==> src/rtl/stim_pkg.sv <==
package stim_pkg;
  localparam int unsigned WORD_W = 64;
  localparam int unsigned LEN_W  = 7;
  localparam int unsigned SW_W   = 16;
  localparam int unsigned HALF_W = 8;

  typedef struct packed {
    logic [WORD_W-1:0] word;
    logic [LEN_W-1:0]  len;
    logic [SW_W-1:0]   sw;
  } vec_t;

  typedef enum logic [2:0] {
    ST_IDLE, ST_CLR, ST_SWSH, ST_DSH, ST_SET, ST_DONE
  } st_t;

  // Length field to effective bit count: 0 or oversize selects the full word.
  function automatic logic [LEN_W-1:0] eff_len(input logic [LEN_W-1:0] l);
    if (l == '0 || l > LEN_W'(WORD_W)) return LEN_W'(WORD_W);
    return l;
  endfunction

  // Half-period field to effective cycle count: never below one.
  function automatic logic [HALF_W-1:0] eff_half(input logic [HALF_W-1:0] h);
    return (h == '0) ? HALF_W'(1) : h;
  endfunction

  // Move bit len-1 of the word to the top so shifting left sends it first.
  function automatic logic [WORD_W-1:0] align_top(input logic [WORD_W-1:0] w,
                                                  input logic [LEN_W-1:0] len);
    logic [LEN_W-1:0] sh;
    sh = LEN_W'(WORD_W) - len;
    return w << sh;
  endfunction
endpackage

==> src/rtl/stim_vec_mem.sv <==
module stim_vec_mem
  import stim_pkg::*;
#(
  parameter int unsigned DEPTH = 8,
  parameter int unsigned AW    = $clog2(DEPTH)
) (
  input  logic          clk,
  input  logic          we,
  input  logic [AW-1:0] waddr,
  input  vec_t          wdata,
  input  logic [AW-1:0] raddr,
  output vec_t          rdata
);
  vec_t mem [DEPTH];

  always_ff @(posedge clk) begin
    if (we) mem[waddr] <= wdata;
  end

  assign rdata = mem[raddr];
endmodule

==> src/rtl/stim_tick_gen.sv <==
module stim_tick_gen #(
  parameter int unsigned HW = 8
) (
  input  logic          clk,
  input  logic          rst_n,
  input  logic          run,
  input  logic [HW-1:0] half,
  output logic          tick
);
  logic [HW-1:0] cnt;

  assign tick = run && (cnt == half - HW'(1));

  always_ff @(posedge clk) begin
    if (!rst_n)            cnt <= '0;
    else if (!run || tick) cnt <= '0;
    else                   cnt <= cnt + HW'(1);
  end

  // the counter never runs past the programmed half period
  a_r6_cnt_in_range: assert property (@(posedge clk) disable iff (!rst_n)
    run |-> cnt < half);
endmodule

==> src/rtl/stim_shreg.sv <==
module stim_shreg #(
  parameter int unsigned W = 16
) (
  input  logic         clk,
  input  logic         rst_n,
  input  logic         load,
  input  logic [W-1:0] din,
  input  logic         shift,
  output logic         msb
);
  logic [W-1:0] q;

  always_ff @(posedge clk) begin
    if (!rst_n)     q <= '0;
    else if (load)  q <= din;
    else if (shift) q <= {q[W-2:0], 1'b0};
  end

  assign msb = q[W-1];
endmodule

==> src/rtl/stim_seq_top.sv <==
module stim_seq_top
  import stim_pkg::*;
#(
  parameter int unsigned DEPTH = 8,
  parameter int unsigned AW    = $clog2(DEPTH)
) (
  input  logic              clk,
  input  logic              rst_n,
  input  logic              wr_en,
  input  logic [AW-1:0]     wr_addr,
  input  logic [WORD_W-1:0] wr_word,
  input  logic [LEN_W-1:0]  wr_len,
  input  logic [SW_W-1:0]   wr_sw,
  input  logic              start,
  input  logic [AW-1:0]     sel,
  input  logic [HALF_W-1:0] half_div,
  output logic              busy,
  output logic              done,
  output logic              dut_clr,
  output logic              dut_set,
  output logic              dut_sclk,
  output logic              dut_sdata,
  output logic              sw_clr,
  output logic              sw_sclk,
  output logic              sw_sdata
);
  st_t               st;
  logic              phase;
  logic [LEN_W-1:0]  bitcnt, len_q;
  logic [HALF_W-1:0] half_q;
  vec_t              rd, wr_vec;
  logic              tick, sw_msb, d_msb;

  // Named internal events
  logic accept, run, rise_ev, fall_ev, sw_last, d_last;
  assign accept  = start && (st == ST_IDLE);
  assign run     = (st == ST_CLR) || (st == ST_SWSH) || (st == ST_DSH);
  assign rise_ev = tick && !phase;
  assign fall_ev = tick && phase;
  assign sw_last = (st == ST_SWSH) && fall_ev && (bitcnt == LEN_W'(SW_W - 1));
  assign d_last  = (st == ST_DSH) && fall_ev && (bitcnt == len_q - LEN_W'(1));

  assign wr_vec = '{word: wr_word, len: wr_len, sw: wr_sw};

  stim_vec_mem #(.DEPTH(DEPTH), .AW(AW)) mem_i (
    .clk(clk), .we(wr_en), .waddr(wr_addr), .wdata(wr_vec),
    .raddr(sel), .rdata(rd)
  );

  stim_tick_gen #(.HW(HALF_W)) tick_i (
    .clk(clk), .rst_n(rst_n), .run(run), .half(half_q), .tick(tick)
  );

  stim_shreg #(.W(SW_W)) sw_sr_i (
    .clk(clk), .rst_n(rst_n), .load(accept), .din(rd.sw),
    .shift(fall_ev && st == ST_SWSH), .msb(sw_msb)
  );

  stim_shreg #(.W(WORD_W)) d_sr_i (
    .clk(clk), .rst_n(rst_n), .load(accept),
    .din(align_top(rd.word, eff_len(rd.len))),
    .shift(fall_ev && st == ST_DSH), .msb(d_msb)
  );

  always_ff @(posedge clk) begin
    if (!rst_n) begin
      st     <= ST_IDLE;
      phase  <= 1'b0;
      bitcnt <= '0;
      len_q  <= '0;
      half_q <= HALF_W'(1);
    end else begin
      unique case (st)
        ST_IDLE: if (accept) begin
          st     <= ST_CLR;
          phase  <= 1'b0;
          bitcnt <= '0;
          len_q  <= eff_len(rd.len);
          half_q <= eff_half(half_div);
        end
        ST_CLR: begin
          if (rise_ev) phase <= 1'b1;
          if (fall_ev) begin
            phase <= 1'b0;
            st    <= ST_SWSH;
          end
        end
        ST_SWSH: begin
          if (rise_ev) phase <= 1'b1;
          if (fall_ev) begin
            phase <= 1'b0;
            if (sw_last) begin
              bitcnt <= '0;
              st     <= ST_DSH;
            end else bitcnt <= bitcnt + LEN_W'(1);
          end
        end
        ST_DSH: begin
          if (rise_ev) phase <= 1'b1;
          if (fall_ev) begin
            phase <= 1'b0;
            if (d_last) begin
              bitcnt <= '0;
              st     <= ST_SET;
            end else bitcnt <= bitcnt + LEN_W'(1);
          end
        end
        ST_SET:  st <= ST_DONE;
        ST_DONE: st <= ST_IDLE;
        default: st <= ST_IDLE;
      endcase
    end
  end

  assign busy      = (st != ST_IDLE);
  assign done      = (st == ST_DONE);
  assign dut_clr   = (st == ST_CLR);
  assign sw_clr    = (st == ST_CLR);
  assign dut_set   = (st == ST_SET);
  assign sw_sclk   = (st == ST_SWSH) && phase;
  assign sw_sdata  = (st == ST_SWSH) && sw_msb;
  assign dut_sclk  = (st == ST_DSH) && phase;
  assign dut_sdata = (st == ST_DSH) && d_msb;

  // serial data holds while its shift clock is high
  a_r6_data_stable_high: assert property (@(posedge clk) disable iff (!rst_n)
    (dut_sclk && $past(dut_sclk)) |-> $stable(dut_sdata));
  a_r6_sw_stable_high: assert property (@(posedge clk) disable iff (!rst_n)
    (sw_sclk && $past(sw_sclk)) |-> $stable(sw_sdata));
  // load strobe is followed directly by done and lasts one cycle
  a_r10_set_then_done: assert property (@(posedge clk) disable iff (!rst_n)
    dut_set |=> (done && !dut_set));
  // done is a single-cycle pulse that ends the busy period
  a_r3_done_single: assert property (@(posedge clk) disable iff (!rst_n)
    done |=> (!done && !busy));
  // the clear pulse hands over to the switch stream
  a_r3_clr_to_switch: assert property (@(posedge clk) disable iff (!rst_n)
    $fell(dut_clr) |-> (st == ST_SWSH));
  // an active sequence is never dropped before its done cycle
  a_r8_busy_holds: assert property (@(posedge clk) disable iff (!rst_n)
    (busy && !done) |=> busy);
endmodule

==> config.mk <==
export PLATFORM = sky130hd
export DESIGN_NAME = stim_seq_top
export DESIGN_NICKNAME = d
export VERILOG_FILES = /design/src/rtl/stim_pkg.sv /design/src/rtl/stim_vec_mem.sv /design/src/rtl/stim_tick_gen.sv /design/src/rtl/stim_shreg.sv /design/src/rtl/stim_seq_top.sv
export SDC_FILE = /design/constraint.sdc
export NUM_CORES = 1
export LEC_CHECK = 0
export BUFFER_PORTS_ARGS = -buffer_cell sky130_fd_sc_hd__buf_2
export CORE_UTILIZATION = 35
export CTS_CLUSTER_SIZE = 8
export DETAILED_ROUTE_END_ITERATION = 8
export GPL_TIMING_DRIVEN = 0
export PLACE_DENSITY_LB_ADDON = 0.08
export SLEW_MARGIN = 25
export SYNTH_ARGS = -nofsm -noshare
export SYNTH_HDL_FRONTEND = slang
export SYNTH_SLANG_ARGS = --single-unit
export TNS_END_PERCENT = 30
==> constraint.sdc <==
create_clock -name clk -period 7.22 [get_ports clk]
set_input_delay 0.722 -clock clk [delete_from_list [all_inputs] [get_ports clk]]
set_output_delay 0.722 -clock clk [all_outputs]
set_load 0.005 [all_outputs]
==> summary by stage <==
Cells and area
The finished layout holds 4039 standard cells, fillers aside. The layout filler cell count is 9356. The total inserted antenna cells is 0.

Compared with the post-synthesis result, the final layout area differs by 17.66%. Registers take 23180 um2. Of the cells placed in the final design, the portion with a size suffix greater than 1 is 25.20%. The number of nets in the finished design is 2748.

In the final layout, the multi-input gates occupy 12430 um2.

Die
The number of placement rows is 117. The die width is 324.5 um. The floorplan step defined a die boundary enclosing 105300 um2. The initial core utilization is 35.52%. The die span in y is 324.5 um. The core area is 102500 um2. In this run the count of I/O pins placed on the die edge is about 110.

Synth
The most frequently used flop master after synthesis is edfxtp_1. The cell type with the highest aggregate area in the netlist is edfxtp_1. The share of async-settable or async-resettable flops after synthesis is 0%. By area the synthesized netlist is led by edfxtp_1, mux4_2, dfxtp_1, mux2i_1, o21ai_0. The synthesis warning total is 0. After synthesis, the mean cell area works out to ~15 um2. In this run the cell area of the synthesized design comes to 36400 um2. After synthesis, the largest area contributor takes up 57.42% of total cell area. The synthesized net count is 2465. Of the synthesized area, sequential elements account for a little under two thirds. The number of enable-type register cells in the synthesized netlist is a little under 700. The cell count after synthesis came out at ~2.4k. The post-synthesis cell type count is a little under 90. The register bit total from synthesis is 810.

Global route
The initial antenna violation count is 8. For met1 alone, demand over resource in global routing was 29.81%. After global routing, the most crowded layer is met2. The global-route track usage on met3 is between 3 and 4%.

The first global-routing pass estimated around 170000 um of wire. For this run, global-route usage on met2 was measured as 35.64%. The maximum number of pins on one net before global-route repair is 19. Across every metal layer, demand over resource in global routing totals 21.89%. The number of global-route vias before repair was 23.79k.

The residual overflow from global routing is 0.

Timing
The total negative slack for setup checks is 0 ps. Hold is met by approximately 280 ps. For the pin with the worst max-slew slack, the measured transition is around 1100 ps. The headroom to the max-slew limit is between 20% and 30%. The worst setup skew after layout is 41.18 ps. The peak clock frequency supported by timing is 0.1426 GHz. The count of final hold-check violations was 0. Setup violations remaining at the end of the flow were counted as 0. Setup repair after global routing left no endpoint under its margin. The number of pins exceeding their max-slew limit in the final report is 0. The routed design could run at a clock period as short as between 7000 and 8000 ps. The share of the clock period used by the worst path is between 90% and 100%.

Placement
The number of placed instances, taps included is 3892. The number of I/O port buffers is 109. The detailed placement HPWL is 83490 um. The routability congestion estimate is 0.9570.

CTS
The number of H-tree levels is 3. The quantity of hold-fixing buffers added after cts is 0. The maximum count of clock buffers along a single path is 3.

The clock-pin slew on the worst setup and hold paths is 50 ps. Post-CTS repair changed the size of 0 cells. In this run the clock root is driven by a clkbuf_16. In this run the post-CTS setup repair buffer count came out at 0. Counting the buffers created by CTS gives 112.

The CTS sink count is 810. The latest clock arrival within the worst-skew pair is about 700 ps. The clock tree from TritonCTS is yes.

Setup path
For the worst setup path, the data arrival time is 7570 ps. The worst flop-to-flop path endpoint is d_sr_i.q[60]. The launch point of the worst reg-to-reg path is mem_i.mem[0][16]. The data required time of the critical path is 7780 ps. The critical path in this run is classified as reg -> reg. For this design, the slowest cell found on the critical path is buf_1. The sort of element at the start of the critical path is a flop. Traced cell by cell, the critical path runs through mux4_2, mux2i_4, nor2_4, inv_2, buf_6, buf_2, buf_2, ha_1, clkbuf_1, clkinv_1, buf_1, clkbuf_1, buf_1, nand3_1, and3_1, o22ai_1, o22ai_1. STA classifies the critical path endpoint as a flop. The delay of the slowest cell on the worst path is 720 ps.

The worst register-to-register path has a depth of 17. In this run the worst path has a maximum fanout of 10. The flop-to-flop setup slack is 210 ps.

Route
The residual DRC count is 0. The overall via count from detail_route is 22.84k. For this block, the routed nets add up to roughly 120000 um of wire.

The via count normalized by instance count is 5.654. In this run the remaining antenna-violating nets after routing total 0. The first routing iteration left ~1.9k violations. The average routed wire per standard cell is 28.52 um. The first-pass iteration count of the detailed router is 6.

Min path
The number of cells on the worst hold path is 1. The startpoint identified for the worst hold timing path is wr_sw[0]. For hold timing, the worst endpoint is mem_i.mem[0][0]. The tightest min-delay check is of the in -> reg type.

Power
The switching power summed over all nets is 3.343 mW. For this design the static power due to leakage is 14.55 nW. The cell area power density is 284.3 nW/um2. In this run, flip-flops and latches consume 43.9% of the power. Across the VDD grid, the largest voltage drop is between 0.0002 and 0.00025 V. Internal power comes to between 8 and 9 mW. The switching power as a share of total power is between 20 and 30%. Per report_power, the clock group accounts for between 30% and 40% of the total. Combinational cells account for 17.7% of the total power.

Flow run
Across the run, the number of max-cap violations was 0.

Status
The flow ran to the end, and the final reports show no timing, DRC or antenna violations.
[logic make-up (layout without fill, tap and decap cells)]
kind of cell	count (synthesis)	after routing	share of synthesized area, %
XOR/XNOR	23	23	0.5535
AND/OR/NAND/NOR	415	415	5.490
flip-flops	810	810	63.69
adder cells (fa/ha/maj)	5	5	0.1719
multiplexers	417	417	18.53
buffers and inverters	182	498	2.334
AO/OA/AOI/OAI	503	503	9.223
[placed cells by master, fill, tap and decap left out, types with 8 or more instances in the layout]
cell type / count
edfxtp_1: 696
mux4_2: 195
o21ai_0: 171
buf_2: 159
mux2i_1: 145
nand2_1: 143
dfxtp_1: 114
clkbuf_16: 114
clkbuf_1: 99
mux2_2: 71
nor2_1: 70
a21oi_1: 66
nand3_1: 48
a21boi_0: 39
o211ai_1: 34
nor3_1: 29
buf_4: 25
buf_1: 21
and2_1: 21
buf_16: 20
o211a_1: 18
or3_1: 17
and3_1: 17
xor2_1: 16
a31oi_1: 16
a211oi_1: 16
a22oi_1: 15
buf_6: 14
inv_1: 13
nand2b_1: 13
o21a_1: 13
buf_12: 13
o22ai_1: 12
a211o_1: 11
a21o_1: 9
nor2b_1: 8
o221ai_1: 8
[power groups by stage]
stage               Sequential, mW  Combinational [mW]  Clock, mW
floorplan                     5.42                1.25          0
global placement              5.45                2.08          0
detailed placement            5.43                2.11          0
CTS                           5.34                2.12       4.79
global route                  5.36                2.26       4.97
finish                        5.34                2.16       4.67
[cell usage after synthesis (15+ instances only)]
master	count
edfxtp_1	696
mux4_2	195
o21ai_0	172
mux2i_1	145
nand2_1	143
dfxtp_1	114
nor2_1	76
clkbuf_1	74
mux2_2	71
a21oi_1	66
buf_2	49
nand3_1	48
a21boi_0	39
o211ai_1	34
nor3_1	31
buf_1	24
and2_1	21
o211a_1	18
and3_1	17
or3_1	17
a211oi_1	16
a31oi_1	16
xor2_1	16
a22oi_1	15
[routing by layer]
layer | wire [um] | part of all wire (%)
met1 | 51180 | 44
met2 | 55140 | 48
met3 | 5705 | 5.0
met4 | 3097 | 2.7
met5 | 77 | 0.067
[critical path, delay by kind of cell, from the launching register on]
kind	cells	cell delay, ps
buf+inv	9	3940
fa+ha+maj	1	290
mux	2	1020
flops	1	380
compound gates	2	520
simple gates	3	690
[flip-flops by register name, summed over array words and instances (netlist names)]
register	count
mem_i.mem	696
d_sr_i.q	64
sw_sr_i.q	16
half_q	8
tick_i.cnt	8
bitcnt	7
len_q	7
st	3
phase	1
[area by class of cell]
type,instances,area share [%]
Clock buffer,140,6.889
Sequential cell,810,54.13
Clock inverter,7,0.1958
Multi-Input combinational cell,1363,29.03
Inverter,17,0.1490
Timing Repair Buffer,169,3.757
Buffer,165,1.847
Tap cell,1368,3.997
[how the worst max path moves through the flow]
stage / startpoint / endpoint / slack (ps) / cells after the start
after detailed placement: sel[1] / d_sr_i.q[28] / -450 / 17
after CTS: mem_i.mem[0][16] / d_sr_i.q[28] / 230 / 17
after floorplan: wr_addr[0] / mem_i.mem[4][0] / -180 / 1
after global routing: mem_i.mem[5][16] / d_sr_i.q[55] / 40 / 17
final: mem_i.mem[0][16] / d_sr_i.q[60] / 210 / 17
after global placement: wr_en / mem_i.mem[4][19] / -8070 / 3
[through the flow]
step | util, % | power (mW) | instance area, um2 | setup slack, ps
6_report | 41.79 | 12.18 | 42820 | 208.4
5_1_grt | 41.79 | 12.59 | 42820 | 36.15
4_1_cts | 41.79 | 12.25 | 42820 | 229.0
3_5_place_dp | 38.83 | 7.541 | 39790 | -452.7
3_3_place_gp | 37.73 | 7.526 | 38660 | -8068
2_1_floorplan | - | 6.673 | 36400 | -177.0
Note: power is estimated with default switching activity, not from simulation.
